$ cat src/rtl/wil_pkg.sv
package wil_pkg;

  localparam int RegW       = 32;
  localparam int UserFields = 10;
  localparam int UserSlots  = 18;
  localparam int SysSlots   = 5;
  localparam int SlotCount  = UserSlots + SysSlots;
  localparam int SlotW      = $clog2(SlotCount);
  localparam int Dims       = 3;

  typedef enum logic [1:0] {
    CtlIdle,
    CtlDivLoad,
    CtlDivWait,
    CtlEmit
  } ctlState_e;

  // strobes from control to datapath
  typedef struct packed {
    logic       latch;
    logic       divStart;
    logic [1:0] divSel;
    logic       saveCnt;
    logic       emit;
  } dpStrobe_t;

  // maps a user register slot to the enable bit of its field
  function automatic int fieldOfSlot(input int s);
    if (s < 4)       return 0;
    else if (s < 14) return 1 + (s - 4) / 2;
    else             return s - 8;
  endfunction

endpackage

$ cat src/rtl/wil_divider.sv
module wil_divider #(
  parameter int Width = 32
) (
  input  logic             clk,
  input  logic             rstN,
  input  logic             start,
  input  logic [Width-1:0] dividend,
  input  logic [Width-1:0] divisor,
  output logic [Width-1:0] quotient,
  output logic [Width-1:0] remainder,
  output logic             done
);
  localparam int CntW = $clog2(Width + 1);

  logic [Width-1:0] quoQ, remQ;
  logic [CntW-1:0]  cntQ;
  logic             busyQ, doneQ;
  logic [Width:0]   remShift, remDiff;

  always_comb begin
    remShift = {remQ, quoQ[Width-1]};
    remDiff  = remShift - {1'b0, divisor};
  end

  // restoring division, one quotient bit per cycle
  always_ff @(posedge clk) begin
    if (!rstN) begin
      quoQ  <= '0;
      remQ  <= '0;
      cntQ  <= '0;
      busyQ <= 1'b0;
      doneQ <= 1'b0;
    end else begin
      doneQ <= 1'b0;
      if (start) begin
        quoQ  <= dividend;
        remQ  <= '0;
        cntQ  <= CntW'(Width);
        busyQ <= 1'b1;
      end else if (busyQ) begin
        if (remShift >= {1'b0, divisor}) begin
          remQ <= remDiff[Width-1:0];
          quoQ <= {quoQ[Width-2:0], 1'b1};
        end else begin
          remQ <= remShift[Width-1:0];
          quoQ <= {quoQ[Width-2:0], 1'b0};
        end
        cntQ <= cntQ - 1'b1;
        if (cntQ == CntW'(1)) begin
          busyQ <= 1'b0;
          doneQ <= 1'b1;
        end
      end
    end
  end

  assign quotient  = quoQ;
  assign remainder = remQ;
  assign done      = doneQ;

endmodule

$ cat src/rtl/wil_datapath.sv
module wil_datapath import wil_pkg::*; #(
  parameter int MaxUserRegs = 16,
  parameter int IdxW        = 5,
  parameter int CntW        = 5
) (
  input  logic                  clk,
  input  logic                  rstN,
  input  dpStrobe_t             strb,
  input  logic [UserFields-1:0] propEn,
  input  logic [SysSlots-1:0]   sysEn,
  input  logic [127:0]          segBufDesc,
  input  logic [63:0]           dispatchPtr,
  input  logic [63:0]           queuePtr,
  input  logic [63:0]           kernargPtr,
  input  logic [63:0]           dispatchId,
  input  logic [RegW-1:0]       scratchOffset,
  input  logic [RegW-1:0]       privSegBytes,
  input  logic [RegW-1:0]       gridX,
  input  logic [RegW-1:0]       gridY,
  input  logic [RegW-1:0]       gridZ,
  input  logic [RegW-1:0]       wgSizeX,
  input  logic [RegW-1:0]       wgSizeY,
  input  logic [RegW-1:0]       wgSizeZ,
  input  logic [RegW-1:0]       wgIdX,
  input  logic [RegW-1:0]       wgIdY,
  input  logic [RegW-1:0]       wgIdZ,
  input  logic                  firstWave,
  input  logic [10:0]           orderedTerm,
  input  logic [5:0]            wavesInGroup,
  input  logic [RegW-1:0]       waveByteOffset,
  output logic                  divDone,
  output logic                  pendEmpty,
  output logic                  outValid,
  output logic [IdxW-1:0]       outIdx,
  output logic [RegW-1:0]       outData,
  output logic [CntW-1:0]       userCount,
  output logic                  wgSizeErr
);

  // captured descriptor
  logic [127:0]    segBufQ;
  logic [63:0]     dispPtrQ, queuePtrQ, kargPtrQ, dispIdQ;
  logic [RegW-1:0] scratchOffQ, privRoundQ, infoQ, waveOffQ;
  logic [RegW-1:0] wgIdQ   [Dims];
  logic [RegW-1:0] gridQ   [Dims];
  logic [RegW-1:0] wgSizeQ [Dims];
  logic [RegW-1:0] countQ  [Dims];

  logic [SlotCount-1:0] pendQ;
  logic [IdxW-1:0]      idxQ;
  logic [CntW-1:0]      userCountQ;
  logic                 errQ;
  logic                 outValidQ;
  logic [IdxW-1:0]      outIdxQ;
  logic [RegW-1:0]      outDataQ;

  // user enables expanded per register slot
  logic [UserSlots-1:0] userExp, userKeep;
  logic [SysSlots-1:0]  sysNext;
  logic [CntW-1:0]      userCntNext;

  for (genvar s = 0; s < UserSlots; s++) begin : g_expand
    assign userExp[s] = propEn[fieldOfSlot(s)];
  end

  always_comb begin
    int run;
    run = 0;
    for (int s = 0; s < UserSlots; s++) begin
      userKeep[s] = userExp[s] && (run < MaxUserRegs);
      if (userExp[s]) run = run + 1;
    end
    userCntNext = (run > MaxUserRegs) ? CntW'(MaxUserRegs) : CntW'(run);
    sysNext     = sysEn;
    sysNext[1]  = sysEn[1] | sysEn[2];
  end

  // lowest pending slot goes out next
  logic [SlotW-1:0] pick;
  always_comb begin
    pick = '0;
    for (int s = SlotCount - 1; s >= 0; s--) begin
      if (pendQ[s]) pick = SlotW'(s);
    end
  end

  logic [RegW-1:0] slotData;
  always_comb begin
    case (int'(pick))
      0:       slotData = segBufQ[31:0];
      1:       slotData = segBufQ[63:32];
      2:       slotData = segBufQ[95:64];
      3:       slotData = segBufQ[127:96];
      4:       slotData = dispPtrQ[31:0];
      5:       slotData = dispPtrQ[63:32];
      6:       slotData = queuePtrQ[31:0];
      7:       slotData = queuePtrQ[63:32];
      8:       slotData = kargPtrQ[31:0];
      9:       slotData = kargPtrQ[63:32];
      10:      slotData = dispIdQ[31:0];
      11:      slotData = dispIdQ[63:32];
      12:      slotData = scratchOffQ;
      13:      slotData = privRoundQ;
      14:      slotData = privRoundQ;
      15:      slotData = countQ[0];
      16:      slotData = countQ[1];
      17:      slotData = countQ[2];
      18:      slotData = wgIdQ[0];
      19:      slotData = wgIdQ[1];
      20:      slotData = wgIdQ[2];
      21:      slotData = infoQ;
      22:      slotData = waveOffQ;
      default: slotData = '0;
    endcase
  end

  // shared divider for the three counts
  logic [RegW-1:0] divQuo, divRem;

  wil_divider #(.Width(RegW)) u_div (
    .clk      (clk),
    .rstN     (rstN),
    .start    (strb.divStart),
    .dividend (gridQ[strb.divSel]),
    .divisor  (wgSizeQ[strb.divSel]),
    .quotient (divQuo),
    .remainder(divRem),
    .done     (divDone)
  );

  always_ff @(posedge clk) begin
    if (!rstN) begin
      segBufQ     <= '0;
      dispPtrQ    <= '0;
      queuePtrQ   <= '0;
      kargPtrQ    <= '0;
      dispIdQ     <= '0;
      scratchOffQ <= '0;
      privRoundQ  <= '0;
      infoQ       <= '0;
      waveOffQ    <= '0;
      for (int d = 0; d < Dims; d++) begin
        wgIdQ[d]   <= '0;
        gridQ[d]   <= '0;
        wgSizeQ[d] <= '0;
        countQ[d]  <= '0;
      end
      pendQ      <= '0;
      idxQ       <= '0;
      userCountQ <= '0;
      errQ       <= 1'b0;
      outValidQ  <= 1'b0;
      outIdxQ    <= '0;
      outDataQ   <= '0;
    end else begin
      if (strb.latch) begin
        segBufQ     <= segBufDesc;
        dispPtrQ    <= dispatchPtr;
        queuePtrQ   <= queuePtr;
        kargPtrQ    <= kernargPtr;
        dispIdQ     <= dispatchId;
        scratchOffQ <= scratchOffset;
        privRoundQ  <= (privSegBytes + RegW'(3)) & ~RegW'(3);
        infoQ       <= {firstWave, 14'b0, orderedTerm, wavesInGroup};
        waveOffQ    <= waveByteOffset;
        wgIdQ[0]    <= wgIdX;
        wgIdQ[1]    <= wgIdY;
        wgIdQ[2]    <= wgIdZ;
        gridQ[0]    <= gridX;
        gridQ[1]    <= gridY;
        gridQ[2]    <= gridZ;
        wgSizeQ[0]  <= wgSizeX;
        wgSizeQ[1]  <= wgSizeY;
        wgSizeQ[2]  <= wgSizeZ;
        pendQ       <= {sysNext, userKeep};
        idxQ        <= '0;
        userCountQ  <= userCntNext;
        errQ        <= (wgSizeX == '0) || (wgSizeY == '0) || (wgSizeZ == '0);
      end
      if (strb.saveCnt) begin
        countQ[strb.divSel] <= (wgSizeQ[strb.divSel] == '0) ? '0
                               : divQuo + RegW'(divRem != '0);
      end
      outValidQ <= strb.emit;
      if (strb.emit) begin
        outIdxQ     <= idxQ;
        outDataQ    <= slotData;
        idxQ        <= idxQ + 1'b1;
        pendQ[pick] <= 1'b0;
      end
    end
  end

  assign pendEmpty = (pendQ == '0);
  assign outValid  = outValidQ;
  assign outIdx    = outIdxQ;
  assign outData   = outDataQ;
  assign userCount = userCountQ;
  assign wgSizeErr = errQ;

endmodule

$ cat src/rtl/wil_control.sv
module wil_control import wil_pkg::*; (
  input  logic      clk,
  input  logic      rstN,
  input  logic      start,
  input  logic      divDone,
  input  logic      pendEmpty,
  output dpStrobe_t strb,
  output logic      done
);
  localparam logic [1:0] LastDim = 2'(Dims - 1);

  ctlState_e  stateQ, stateD;
  logic [1:0] selQ, selD;
  logic       doneQ, doneD;

  always_comb begin
    stateD      = stateQ;
    selD        = selQ;
    doneD       = 1'b0;
    strb        = '0;
    strb.divSel = selQ;
    case (stateQ)
      CtlIdle: begin
        if (start) begin
          strb.latch = 1'b1;
          selD       = '0;
          stateD     = CtlDivLoad;
        end
      end
      CtlDivLoad: begin
        strb.divStart = 1'b1;
        stateD        = CtlDivWait;
      end
      CtlDivWait: begin
        if (divDone) begin
          strb.saveCnt = 1'b1;
          if (selQ == LastDim) begin
            stateD = CtlEmit;
          end else begin
            selD   = selQ + 1'b1;
            stateD = CtlDivLoad;
          end
        end
      end
      CtlEmit: begin
        if (!pendEmpty) begin
          strb.emit = 1'b1;
        end else begin
          doneD  = 1'b1;
          stateD = CtlIdle;
        end
      end
      default: stateD = CtlIdle;
    endcase
  end

  always_ff @(posedge clk) begin
    if (!rstN) begin
      stateQ <= CtlIdle;
      selQ   <= '0;
      doneQ  <= 1'b0;
    end else begin
      stateQ <= stateD;
      selQ   <= selD;
      doneQ  <= doneD;
    end
  end

  assign done = doneQ;

endmodule

$ cat src/rtl/wave_init_loader.sv
module wave_init_loader import wil_pkg::*; #(
  parameter  int MaxUserRegs = 16,
  localparam int IdxW        = $clog2(MaxUserRegs + SysSlots),
  localparam int CntW        = $clog2(MaxUserRegs + 1)
) (
  input  logic                  clk,
  input  logic                  rstN,
  input  logic                  start,
  input  logic [UserFields-1:0] propEn,
  input  logic [SysSlots-1:0]   sysEn,
  input  logic [127:0]          segBufDesc,
  input  logic [63:0]           dispatchPtr,
  input  logic [63:0]           queuePtr,
  input  logic [63:0]           kernargPtr,
  input  logic [63:0]           dispatchId,
  input  logic [RegW-1:0]       scratchOffset,
  input  logic [RegW-1:0]       privSegBytes,
  input  logic [RegW-1:0]       gridX,
  input  logic [RegW-1:0]       gridY,
  input  logic [RegW-1:0]       gridZ,
  input  logic [RegW-1:0]       wgSizeX,
  input  logic [RegW-1:0]       wgSizeY,
  input  logic [RegW-1:0]       wgSizeZ,
  input  logic [RegW-1:0]       wgIdX,
  input  logic [RegW-1:0]       wgIdY,
  input  logic [RegW-1:0]       wgIdZ,
  input  logic                  firstWave,
  input  logic [10:0]           orderedTerm,
  input  logic [5:0]            wavesInGroup,
  input  logic [RegW-1:0]       waveByteOffset,
  output logic                  outValid,
  output logic [IdxW-1:0]       outIdx,
  output logic [RegW-1:0]       outData,
  output logic                  done,
  output logic [CntW-1:0]       userCount,
  output logic                  wgSizeErr
);

  dpStrobe_t strb;
  logic      divDone, pendEmpty;

  wil_control u_ctl (
    .clk      (clk),
    .rstN     (rstN),
    .start    (start),
    .divDone  (divDone),
    .pendEmpty(pendEmpty),
    .strb     (strb),
    .done     (done)
  );

  wil_datapath #(
    .MaxUserRegs(MaxUserRegs),
    .IdxW       (IdxW),
    .CntW       (CntW)
  ) u_dp (
    .clk           (clk),
    .rstN          (rstN),
    .strb          (strb),
    .propEn        (propEn),
    .sysEn         (sysEn),
    .segBufDesc    (segBufDesc),
    .dispatchPtr   (dispatchPtr),
    .queuePtr      (queuePtr),
    .kernargPtr    (kernargPtr),
    .dispatchId    (dispatchId),
    .scratchOffset (scratchOffset),
    .privSegBytes  (privSegBytes),
    .gridX         (gridX),
    .gridY         (gridY),
    .gridZ         (gridZ),
    .wgSizeX       (wgSizeX),
    .wgSizeY       (wgSizeY),
    .wgSizeZ       (wgSizeZ),
    .wgIdX         (wgIdX),
    .wgIdY         (wgIdY),
    .wgIdZ         (wgIdZ),
    .firstWave     (firstWave),
    .orderedTerm   (orderedTerm),
    .wavesInGroup  (wavesInGroup),
    .waveByteOffset(waveByteOffset),
    .divDone       (divDone),
    .pendEmpty     (pendEmpty),
    .outValid      (outValid),
    .outIdx        (outIdx),
    .outData       (outData),
    .userCount     (userCount),
    .wgSizeErr     (wgSizeErr)
  );

endmodule

$ cat config.mk
export PLATFORM = sky130hd
export DESIGN_NAME = wave_init_loader
export DESIGN_NICKNAME = d
export VERILOG_FILES = /design/src/rtl/wil_pkg.sv /design/src/rtl/wil_divider.sv /design/src/rtl/wil_datapath.sv /design/src/rtl/wil_control.sv /design/src/rtl/wave_init_loader.sv
export SDC_FILE = /design/constraint.sdc
export NUM_CORES = 2
export LEC_CHECK = 0
export BUFFER_PORTS_ARGS = -buffer_cell sky130_fd_sc_hd__buf_2
export CAP_MARGIN = 10
export CORE_AREA = 8 8 324 326
export CTS_BUF_LIST = sky130_fd_sc_hd__clkbuf_8
export CTS_CLUSTER_DIAMETER = 120
export CTS_CLUSTER_SIZE = 30
export DETAILED_ROUTE_END_ITERATION = 7
export DIE_AREA = 0 0 332 334
export GPL_TIMING_DRIVEN = 0
export PLACE_DENSITY = 0.7
export REMOVE_ABC_BUFFERS = 1
export SLEW_MARGIN = 20
export SYNTH_ARGS = -nofsm -noshare
export SYNTH_HDL_FRONTEND = slang
export SYNTH_SLANG_ARGS = --single-unit
$ cat constraint.sdc
create_clock -name clk -period 8.8 [get_ports clk]
set_input_delay 0 -clock clk [delete_from_list [all_inputs] [get_ports clk]]
set_output_delay 0 -clock clk [all_outputs]
set_load 0.01 [all_outputs]
## Word level (Yosys, flattened, before mapping)

Memory sizes are Yosys's and may differ from the RTL's. A register that Yosys moved wholly into a read port is not among the register bits.
Index checks and enable logic that the tools add are counted.

| storage, ports and cells | value |
|---|---|
| input port bits | 804 |
| output and inout port bits | 45 |
| logic and storage cells | 257 |
| bits in registers | 645 |
| RAM bits | 384 |
| memories kept | 4 |

Memories:

| memory | depth | bits a word | read ports | clocked after Yosys merged registers in | wr ports | RTL line | RTL |
|---|---|---|---|---|---|---|---|
| u_dp.countQ | 3 | 32 | 3 | 0 | 3 | wil_datapath.sv:47 | `logic [RegW-1:0] countQ [Dims];` |
| u_dp.gridQ | 3 | 32 | 1 | 1 | 3 | wil_datapath.sv:45 | `logic [RegW-1:0] gridQ [Dims];` |
| u_dp.wgIdQ | 3 | 32 | 3 | 0 | 3 | wil_datapath.sv:44 | `logic [RegW-1:0] wgIdQ [Dims];` |
| u_dp.wgSizeQ | 3 | 32 | 1 | 1 | 3 | wil_datapath.sv:46 | `logic [RegW-1:0] wgSizeQ [Dims];` |

| cells by class | value |
|---|---|
| bitwise logic cells | 14 |
| magnitude comparators | 21 |
| reductions and logical operators | 38 |
| muxes and demuxes | 101 |
| $add $sub $neg | 23 |
| equal/unequal tests | 31 |

Operators by type and width:

| cell | count |
|---|---|
| $mux W32 | 31 |
| $pmux W32 S22 | 1 |
| $add A32 B2 Y32 const B | 18 |
| $lt A32 B6 Y1 const B | 17 |
| $mux W5 | 26 |
| $logic_not A32 Y1 | 4 |
| $mux W23 | 3 |
| $eq A5 B4 Y1 const B | 8 |
| $eq A5 B5 Y1 const B | 7 |
| $ge A33 B32 Y1 | 1 |
| $add A32 B1 Y32 | 1 |
| $gt A32 B6 Y1 const B | 1 |
| $reduce_bool A32 Y1 | 1 |
| $reduce_or A32 Y1 | 1 |
| $sub A32 B32 Y32 | 1 |
| $mux W2 | 12 |
| $and A23 B23 Y23 | 1 |
| $logic_not A23 Y1 | 1 |
| $mux W1 | 23 |
| $not A23 Y23 | 1 |
| $eq A5 B3 Y1 const B | 4 |
| $logic_and A1 B1 Y1 | 18 |
| $mux W6 | 2 |
| $eq A5 B2 Y1 const B | 2 |
| other kinds (25) | 43 |

## Longest topological paths before layout

| logic depth | value |
|---|---|
| depth after elaboration | 39 |
| depth in mapped cells | 20 |
| mapped depth without buffers | 20 |

## Hierarchy

From an unflattened synthesis, not the netlist that was laid out.

| unflattened totals | value |
|---|---|
| cells, all modules | 4722 |
| area total of the unflattened synthesis | 47568.1 um2 |

By module, submodules not included:

| module | cells each | times used | area each (um2) |
|---|---|---|---|
| wil_datapath | 4016 | 1 | 42155.4 |
| wil_divider | 676 | 1 | 5139.9 |
| wil_control | 30 | 1 | 272.8 |

## Least setup slack after synthesis

OpenSTA, ideal clock, no wires.

| path | value |
|---|---|
| path kind | register to register |
| from | register u_ctl.stateQ[0] |
| to | memory u_dp.gridQ[0][0], enable pin |
| arrival | 6647 ps |
| path buffers | 2 |
| setup slack | 1516 ps |
| stages on the path, launching flop included | 7 |
| library setup time | 637 ps |
| path through | dfxtp_1 -> clkbuf_1 -> nor2_1 -> nand2_1 -> and2_1 -> clkbuf_1 -> inv_1 |

RTL lines:

| item | RTL line | RTL |
|---|---|---|
| from (decl) | wil_control.sv:12 | `ctlState_e stateQ, stateD;` |
| from (signal assigned) | wil_control.sv:59 | `stateQ <= CtlIdle;` |
| from (signal assigned) | wil_control.sv:63 | `stateQ <= stateD;` |
| to (decl) | wil_datapath.sv:45 |  |

==> reports/qor.csv <==
stage,metric,value,unit
die,CORE AREA,99600,sq um
die,chip height,334,um
layout,layout cell share with drive strength beyond 1,15.5,%
global_routing,largest net degree at the start of global routing,154,
yosys,most common cell in the netlist,nand2_1,
setup_path,R2R Setup Slk,3780,ps
setup_path,CP Class,reg -> reg,
yosys,largest area contributor in the netlist,dfxtp_1,
clock_tree,clk buf depth,3,
clock_tree,CTS tree,built,
setup_path,crit path launch type,register,
layout,fin nets,7675,
place,setup slack at placement,3870,ps
power,PD cells,156,nW/um^2
clock_tree,Sink Count,1031,
clock_tree,postcts setup bufs,0,
yosys,Post-Syn Area,48100,sq um
route,DRT Pass-1 Iters,8,
sta,setup TNS,0,ps
route,remaining routing DRC violations,1,
yosys,Post-synth EDFFs,384,
global_routing,aggregate global-route resource usage,37.5,%
yosys,top-area cell type share of the netlist area,26.9,%
sta,fmax,199,MHz
sta,relative slew slack,18.7,%
sta,Fin Clk Skew,59.9,ps
die,num ports,849,
yosys,synth cell count leaders,"nand2_1, dfxtp_1, a21boi_0",
clock_tree,CTS Buf Count,40,
setup_path,CP Data Required Time,9480,ps
global_routing,first-pass GRT wire length,319,mm
sta,Final WS setup,3780,ps
route,uppermost layer routed,met5,
layout,Syn-to-layout area delta,37.1,%
place,placed insts,7012,
sta,Max Slew Vio Count,0,
route,Antenna Nets Post-Route,0,
setup_path,Worst EP arrival,5700,ps
route,via count,50249,
route,DR WL/cell,26.7,um
run_status,violated checks,DRC,
place,DP HPWL,139,mm
yosys,Synth area leaders,"dfxtp_1, edfxtp_1, nand2_1",
sta,post-route minimum period,5020,ps
die,# rows,116,
route,post-DR vias/cell,6.11,
sta,Least-Margin Pin Slew,1210,ps
layout,post-route insts no fill,8221,
clock_tree,"Clk Latency, worst-skew pair",780,ps
route,Met3 Wirelength,25.0,mm
die,Die Width,332,um
sta,Finish-stage setup viols,0,
sta,Tcrit/Tclk final,57.0,%
clock_tree,Worst-path clk slew,190,ps
global_routing,number of global-route vias before repair,49552,
run_status,run status,"complete, but fails checks",
yosys,Mapped Cells,5181,
yosys,#FFs+latches synth,1031,
route,met1 WL,81.3,mm
yosys,library cells used by synthesis,89,
place,gpl congestion,0.905,
power,P_leak,27.2,nW
worst_hold_path,worst hold path class,in -> reg,
yosys,post-synthesis sequential area ratio,50.9,%
yosys,Post-synth ARST share,0,%
route,Total Wirelength,220,mm
sta,RSZ-0062 raised after global routing,false,
global_routing,grt ovf,0,
place,Port-buffer cells,848,
power,VDD IR max,0.000179,V
yosys,Synthesis Warnings,0,
clock_tree,CTS root buf,clkbuf_8,
setup_path,worst-path maximum fanout,41,
yosys,"Top FF cell, synth",dfxtp_1,
sta,WHS,33.4,ps
setup_path,Critical Path End Type,register,
die,Initial Utilization,48.3,%
global_routing,initial antenna violation count,78,
clock_tree,H-tree levels,2,
yosys,Post-Syn Area per Cell,9.28,sq um
sta,Fin. Hold Viols,0,
route,DR iter-0 viols,6934,
flow_run,max-cap violations,0,
die,die area,111000,sq um
route,metal2 WL,97.3,mm
==> state kept, by name, indices dropped and copies added, names as in the netlist, 23 cells and up, named ones only <==
register and count:
u_dp.countQ 96, u_dp.dispIdQ 64, u_dp.dispPtrQ 64, u_dp.gridQ 96, u_dp.kargPtrQ 64, u_dp.outData 32
u_dp.pendQ 23, u_dp.privRoundQ 30, u_dp.queuePtrQ 64, u_dp.scratchOffQ 32, u_dp.segBufQ 128, u_dp.u_div.quotient 32
u_dp.u_div.remainder 32, u_dp.waveOffQ 32, u_dp.wgIdQ 96, u_dp.wgSizeQ 96
==> kinds of logic after synthesis <==
kind of cell / share of synthesized area (%)
simple gates: 19.4
compound gates: 20.1
flops: 50.9
buf+inv: 3.65
mux: 2.60
xor+xnor: 2.01
fa+ha+maj: 1.34
==> cells in the final DEF, fill, tap and decap left out, drive strengths merged, types with 158 or more instances in the layout <==
master       netlist  final
buf               63    933
dlygate4sd3        0   1064
a21oi            169    169
o21ai            158    158
edfxtp           384    384
dfxtp            647    647
nand2           1259   1259
and3             317    317
a21boi           480    480
nor2             228    228
==> routing by layer <==
metal	up-vias	track usage, %
met1	23761	45.8
met4	28	23.0
met5	-	0
met3	1009	11.1
met2	3670	58.4
li1	21781	-
==> worst max-delay path: stages (launching register included) <==
cell and delay [ps]:
dfxtp_4 730, buf_16 320, mux2i_1 310, nor2_1 70
a21oi_1 440, ha_1 420, a21o_1 210, a21o_1 180
a21oi_1 140, o21ai_0 110, a221o_1 390, nand3_1 90
o31a_1 320, nand2_2 280, buf_12 290, nand2_1 240
a21boi_0 130, o21a_1 180
==> metrics by stage <==
stage | utilization [%] | total power, mW | area [sq um]
after floorplan | - | 6.89 | 46500
after global placement | 52.6 | 8.06 | 52400
after detailed placement | 54.6 | 7.86 | 54400
after CTS | 66.0 | 10.1 | 65700
after global routing | 66.1 | 10.6 | 65800
final | 66.2 | 10.3 | 65900
==> report_power, final <==
group	internal [mW]	leakage [nW]	total, mW	switching (mW)
Sequential	5.31	9.41	5.52	0.218
Clock	0.462	0.460	1.98	1.52
Combinational	1.13	17.4	2.77	1.64
==> final timing paths <==
| path | startpoint | end | depth (start not counted) |
|---|---|---|---|
| hold / removal | segBufDesc[73] | u_dp.segBufQ[73]$_SDFFE_PN0P_ | 4 |
| setup / recovery | register | u_dp.u_div.quotient[0]$_SDFFE_PN0P_ | 17 |
| setup reg to reg | register | u_dp.u_div.quotient[0]$_SDFFE_PN0P_ | 17 |
| hold reg to reg | u_dp.privRoundQ[8]$_SDFFE_PN0P_ | u_dp.outData[8]$_SDFFE_PN0P_ | 2 |
==> cell type report <==
class,instances,area [sq um]
fill,7373,33700
sequential,1031,24500
multi-input combinational,3702,22000
timing repair buffer,1997,16700
tap,1298,1620
clock buffer,41,564
inverter,48,188
antenna,74,185
clock inverter,30,139
==> timing repair <==
| action | 4_1_cts | 5_1_grt |
|---|---|---|
| resized for setup | 0 | 0 |
| hold buffers | 1064 | 0 |
| endpoints found under the hold margin | 846 | 0 |
Note: power is estimated with default switching activity, not from simulation.
